`src/rtl/cmd_frame_pkg.sv`:
```
package cmd_frame_pkg;
  localparam int DEV_W   = 5;
  localparam int REG_W   = 6;
  localparam int DAT_W   = 8;
  localparam int CRC_W   = 8;
  localparam int HDR_W   = DEV_W + REG_W + DAT_W + 2;
  localparam int TAIL_W  = 3;
  localparam int FRAME_W = HDR_W + CRC_W + TAIL_W;
  localparam logic [CRC_W-1:0]  CRC_POLY = 8'h2F;
  localparam logic [TAIL_W-1:0] TAIL     = 3'b010;

  typedef struct packed {
    logic [DEV_W-1:0] dev;
    logic [REG_W-1:0] rg;
    logic [DAT_W-1:0] dat;
    logic             bc;
  } cmd_t;
endpackage

```
`src/rtl/cmd_hdr_pack.sv`:
```
module cmd_hdr_pack
  import cmd_frame_pkg::*;
(
  input  cmd_t             cmd_i,
  output logic [HDR_W-1:0] hdr_o
);
  logic [DEV_W-1:0] dev_rev;

  for (genvar i = 0; i < DEV_W; i++) begin : g_rev
    assign dev_rev[i] = cmd_i.dev[DEV_W-1-i];
  end

  // trailing zero is frame bit 11, part of the CRC input
  assign hdr_o = {dev_rev, cmd_i.rg, cmd_i.dat, cmd_i.bc, 1'b0};
endmodule

```
`src/rtl/crc_serial.sv`:
```
module crc_serial #(
  parameter int           W    = 8,
  parameter logic [W-1:0] POLY = 8'h2F
) (
  input  logic         clk_i,
  input  logic         rst_ni,
  input  logic         clr_i,
  input  logic         en_i,
  input  logic         bit_i,
  output logic [W-1:0] nxt_o
);
  logic [W-1:0] rem_q;

  // plain remainder: shift in data bit, subtract poly on overflow
  assign nxt_o = {rem_q[W-2:0], bit_i} ^ (rem_q[W-1] ? POLY : '0);

  always_ff @(posedge clk_i or negedge rst_ni) begin
    if (!rst_ni)     rem_q <= '0;
    else if (clr_i)  rem_q <= '0;
    else if (en_i)   rem_q <= nxt_o;
  end
endmodule

```
`src/rtl/frame_shift.sv`:
```
module frame_shift #(
  parameter int W        = 32,
  parameter int HALF_DIV = 2
) (
  input  logic         clk_i,
  input  logic         rst_ni,
  input  logic         start_i,
  input  logic [W-1:0] word_i,
  output logic         busy_o,
  output logic         sclk_o,
  output logic         sdo_o
);
  localparam int DIV_W = (HALF_DIV > 1) ? $clog2(HALF_DIV) : 1;
  localparam int BIT_W = $clog2(W);

  logic [W-1:0]     sh_q;
  logic [DIV_W-1:0] div_q;
  logic [BIT_W-1:0] bit_q;
  logic             ph_q, busy_q;

  always_ff @(posedge clk_i or negedge rst_ni) begin
    if (!rst_ni) begin
      sh_q <= '0; div_q <= '0; bit_q <= '0; ph_q <= 1'b0; busy_q <= 1'b0;
    end else if (start_i) begin
      sh_q <= word_i; div_q <= '0; bit_q <= '0; ph_q <= 1'b1; busy_q <= 1'b1;
    end else if (busy_q) begin
      if (div_q == DIV_W'(HALF_DIV - 1)) begin
        div_q <= '0;
        if (ph_q) begin
          ph_q <= 1'b0;
        end else if (bit_q == BIT_W'(W - 1)) begin
          busy_q <= 1'b0;
        end else begin
          bit_q <= bit_q + 1'b1;
          sh_q  <= {sh_q[W-2:0], 1'b0};
          ph_q  <= 1'b1;
        end
      end else begin
        div_q <= div_q + 1'b1;
      end
    end
  end

  assign busy_o = busy_q;
  assign sclk_o = busy_q & ph_q;
  assign sdo_o  = busy_q & sh_q[W-1];
endmodule

```
`src/rtl/cmd_frame_tx.sv`:
```
module cmd_frame_tx
  import cmd_frame_pkg::*;
#(
  parameter int HALF_DIV = 2
) (
  input  logic        clk_i,
  input  logic        rst_ni,
  input  logic        valid_i,
  output logic        ready_o,
  input  logic [4:0]  dev_addr_i,
  input  logic [5:0]  reg_addr_i,
  input  logic [7:0]  data_i,
  input  logic        bcast_i,
  output logic        sclk_o,
  output logic        sdo_o,
  output logic        cs_no,
  output logic [31:0] frame_o
);
  localparam int CNT_W = $clog2(HDR_W);

  typedef enum logic {ST_IDLE, ST_CRC} state_e;

  state_e             state_q;
  cmd_t               cmd_q;
  logic [HDR_W-1:0]   hdr;
  logic [CNT_W-1:0]   cnt_q;
  logic [CRC_W-1:0]   crc_nxt;
  logic [FRAME_W-1:0] frame_q, word;
  logic               tx_busy, accept, crc_en, crc_done;

  assign ready_o  = (state_q == ST_IDLE) && !tx_busy;
  assign accept   = valid_i && ready_o;
  assign crc_en   = (state_q == ST_CRC);
  assign crc_done = crc_en && (cnt_q == CNT_W'(HDR_W - 1));
  assign word     = {hdr, crc_nxt, TAIL};

  cmd_hdr_pack u_pack (.cmd_i(cmd_q), .hdr_o(hdr));

  crc_serial #(.W(CRC_W), .POLY(CRC_POLY)) u_crc (
    .clk_i, .rst_ni,
    .clr_i (accept),
    .en_i  (crc_en),
    .bit_i (hdr[CNT_W'(HDR_W - 1) - cnt_q]),
    .nxt_o (crc_nxt)
  );

  frame_shift #(.W(FRAME_W), .HALF_DIV(HALF_DIV)) u_shift (
    .clk_i, .rst_ni,
    .start_i (crc_done),
    .word_i  (word),
    .busy_o  (tx_busy),
    .sclk_o  (sclk_o),
    .sdo_o   (sdo_o)
  );

  always_ff @(posedge clk_i or negedge rst_ni) begin
    if (!rst_ni) begin
      state_q <= ST_IDLE; cmd_q <= '0; cnt_q <= '0; frame_q <= '0;
    end else begin
      if (accept) begin
        state_q <= ST_CRC;
        cmd_q   <= '{dev: dev_addr_i, rg: reg_addr_i, dat: data_i, bc: bcast_i};
        cnt_q   <= '0;
      end else if (crc_done) begin
        state_q <= ST_IDLE;
        frame_q <= word;
      end else if (crc_en) begin
        cnt_q <= cnt_q + 1'b1;
      end
    end
  end

  assign cs_no   = !tx_busy;
  assign frame_o = frame_q;
endmodule

```
`config.mk`:
```
export PLATFORM = sky130hd
export DESIGN_NAME = cmd_frame_tx
export DESIGN_NICKNAME = d
export VERILOG_FILES = /design/src/rtl/cmd_frame_pkg.sv /design/src/rtl/cmd_hdr_pack.sv /design/src/rtl/crc_serial.sv /design/src/rtl/frame_shift.sv /design/src/rtl/cmd_frame_tx.sv
export SDC_FILE = /design/constraint.sdc
export NUM_CORES = 1
export LEC_CHECK = 0
export BUFFER_PORTS_ARGS = -buffer_cell sky130_fd_sc_hd__buf_2
export CORE_MARGIN = 2
export CORE_UTILIZATION = 35
export CTS_CLUSTER_DIAMETER = 200
export DETAILED_ROUTE_END_ITERATION = 10
export PLACE_DENSITY = 0.58
export SETUP_SLACK_MARGIN = 0.05
export SLEW_MARGIN = 20
export SYNTH_ARGS = -nofsm -noshare
export SYNTH_HDL_FRONTEND = slang
export SYNTH_SLANG_ARGS = --single-unit
```
`constraint.sdc`:
```
create_clock -name clk_i -period 5.4 [get_ports clk_i]
set_input_delay 0.27 -clock clk_i [delete_from_list [all_inputs] [get_ports clk_i]]
set_output_delay 0.27 -clock clk_i [all_outputs]
set_load 0.05 [all_outputs]
```
==> metrics <==
status=finished, final reports clean; vias in the first global route=3,119; top-area cell type share of the netlist area=0.559; post-place setup slack=2.77 ns; post-synthesis mux area share=0.135; dominant cell type by area after synthesis=dfrtp_1; worst skew pair latency=0.34 ns; post-CTS resize count=0; Int Pwr=1140 µW; DP HPWL=6.52 mm; CP max FO=39; Nets=504; antenna cells=0; DR WL/cell=14.5 µm; Sink Count=102; Via Count=3,179; Clock transition at path regs=0.07 ns; slack of the critical path=2.76 ns; Critical Path Sink Type=register; achievable frequency=379 MHz; critical path type=reg2reg; Mapped Cells=433; initial antenna violation count=0; RSZ-0062 raised after global routing=false; VDD IR max=0.162 mV; Final setup viols=0; Lkg Pwr=0.00263 µW; Post-Synth Simple-Gate Area=0.148; Reg power frac=0.527; CP Data Arrival Time=2.91 ns; Port Buffers=55; Fin Clk Skew=0.00625 ns; largest net degree at the start of global routing=53; IO Pins=59; Synth Warn #=0; CTS tree=yes; Slew @ Worst Pin=0.723 ns; ranking of synthesized cells by area=dfrtp_1 56%, nand2_1 10%, mux2i_1 6.1%, mux2_2 5.2%, o21ai_0 4.3%; max_cap viols=0; Worst Hold Class=in2reg; GRT overflow=0; Slew Viols, Final=0; ANT nets after route=0; clock period minus worst slack=2.64 ns; drt total wl=9.47 mm; main flop type after synthesis=dfrtp_1; CTS root buf=clkbuf_16; # DRC=0; RD Place Congestion=0.856; Row Count=41; Switch Pwr=305 µW; initial core utilization=0.361; sw frac=0.210; layout cell share with drive strength beyond 1=0.216; first-pass GRT wire length=16.2 mm; critical path required time=5.67 ns; flop2flop setup slack=2.76 ns; gr usage total=0.146; die extent in x=118 µm; Cell Pwr Density=276 mW/mm²; total CTS buffers=9; Clock power frac=0.454; sequential-to-total area share from yosys stat=0.559; post-synthesis adder-cell area fraction=0.0110; xor and xnor area share after synthesis=0.0227; Synth Area in Compound Gates=0.0750; Mapped Area=0.00457 mm²; 1st-iter DRT viols=205; setup_tns=0 ns; Yosys cell types=42; largest family of logic cells by synthesized area=simple AND/OR/NAND/NOR gates; post-DR vias/cell=4.86; Synth Register Bits=102; synth cell count leaders=124 x nand2_1, 102 x dfrtp_1, 39 x o21ai_0; Worst slew margin=0.516; Pre-antenna DRT Iters=4; startpoint types=register; Post-synth EDFFs=0; DIE HEIGHT=118 µm; Hold Vio Cnt, Final=0; die area=0.0140 mm²; Gate power share=0.019; Syn-to-layout area delta=14.7%; fraction of registers with async set/reset=1.00; mean post-synth cell area=10.6 µm²; total core area=0.0127 mm²; CTS Buffer Depth=2; cell with the most instances after synthesis=nand2_1; CTS HTree Levels=3; fin crit share=0.488
==> kinds of logic after synthesis <==
group / Yosys count
xor gates and xnor gates: 11
other: 1
muxes: 53
buffers and inverters: 37
adders and majority gates: 4
DFF: 102
and+or+nand+nor: 164
AOI/OAI and AO/OA: 61
==> cell usage in the layout, fill, tap and decap left out, types with 3 or more instances in the layout <==
| cell type | n |
|---|---|
| a21oi_1 | 9 |
| a31oi_1 | 4 |
| buf_2 | 54 |
| buf_4 | 7 |
| clkbuf_16 | 9 |
| clkinv_4 | 3 |
| conb_1 | 3 |
| dfrtp_1 | 102 |
| ha_1 | 4 |
| inv_1 | 6 |
| mux2_2 | 21 |
| mux2i_1 | 28 |
| mux4_1 | 3 |
| nand2_1 | 124 |
| nand2b_1 | 3 |
| nand3_1 | 3 |
| nor2_1 | 21 |
| o21ai_0 | 39 |
| or3_1 | 3 |
| xnor2_1 | 3 |
| xor2_1 | 7 |
==> final timing paths <==
| path | start | endpoint | cells after the start |
|---|---|---|---|
| setup reg to reg | cnt_q[0]$_DFFE_PN0P_ | u_shift.sh_q[3]$_DFFE_PN0P_ | 8 |
| hold reg to reg | frame_o[1]$_DFFE_PN0P_ | frame_o[1]$_DFFE_PN0P_ | 1 |
| hold / removal | bcast_i | cmd_q[0]$_DFFE_PN0P_ | 2 |
| setup / recovery | cnt_q[0]$_DFFE_PN0P_ | u_shift.sh_q[3]$_DFFE_PN0P_ | 8 |
| max in group asynchronous | rst_ni | u_shift.sh_q[5]$_DFFE_PN0P_ | 3 |
| min in group asynchronous | rst_ni | u_shift.bit_q[1]$_DFFE_PN0P_ | 2 |
==> layout make-up <==
class | count | area [µm²]
clock buffers | 10 | 239
clock inverters | 6 | 71.3
fillers | 1259 | 7430
inverters | 6 | 22.5
multi-input cells | 296 | 1810
flip-flops and latches | 102 | 2550
well taps | 172 | 215
repair buffers | 62 | 333
==> timing repair <==
item	CTS	global route
buffers inserted	0	0
hold buffers	1	0
setup endpoints to repair	0	0
endpoints found under the hold margin	50	0
==> critical path, stage by stage, from the launching register on <==
cell	delay, ns
dfrtp_1	0.51
inv_1	0.15
ha_1	0.32
nand2_1	0.15
nor3_4	0.58
buf_4	0.46
and2_2	0.20
mux2i_1	0.07
o21ai_1	0.09
==> sequential cells by signal, indices dropped and copies added (netlist names) <==
register and flops:
u_shift.ph_q 1, frame_o 29, u_crc.rem_q 8, cnt_q 5, u_shift.busy_o 1, u_shift.div_q 1, crc_en 1, u_shift.bit_q 5
u_shift.sh_q 31, cmd_q 20
==> through the flow <==
step                       util  instances  power [µW]  hold slack [ns]  cell area, µm²
after floorplan               -        435         785          -0.0256            4580
after global placement    0.388        637         807            0.335            4920
after detailed placement  0.388        637         807            0.338            4920
after CTS                 0.414        654        1470            0.143            5240
after global routing      0.414        654        1500            0.146            5240
final                     0.414        654        1450            0.152            5240
==> per-layer routing <==
layer | global-route usage | share of wire | vias to the layer above
met5 | 0 | 0 | -
met4 | 0.0422 | 0.012 | 0
met3 | 0.0367 | 0.050 | 10
met2 | 0.225 | 0.46 | 74
met1 | 0.202 | 0.48 | 1564
li1 | - | - | 1531
==> power by group through the flow <==
stage | sequential (µW) | clock, µW | combinational, µW
2_1_floorplan | 779 | 0 | 6.39
3_3_place_gp | 778 | 0 | 28.5
3_5_place_dp | 778 | 0 | 28.8
4_1_cts | 763 | 673 | 29.4
5_1_grt | 763 | 709 | 32.3
6_report | 764 | 658 | 28.0
Note: power is estimated with default switching activity, not from simulation.
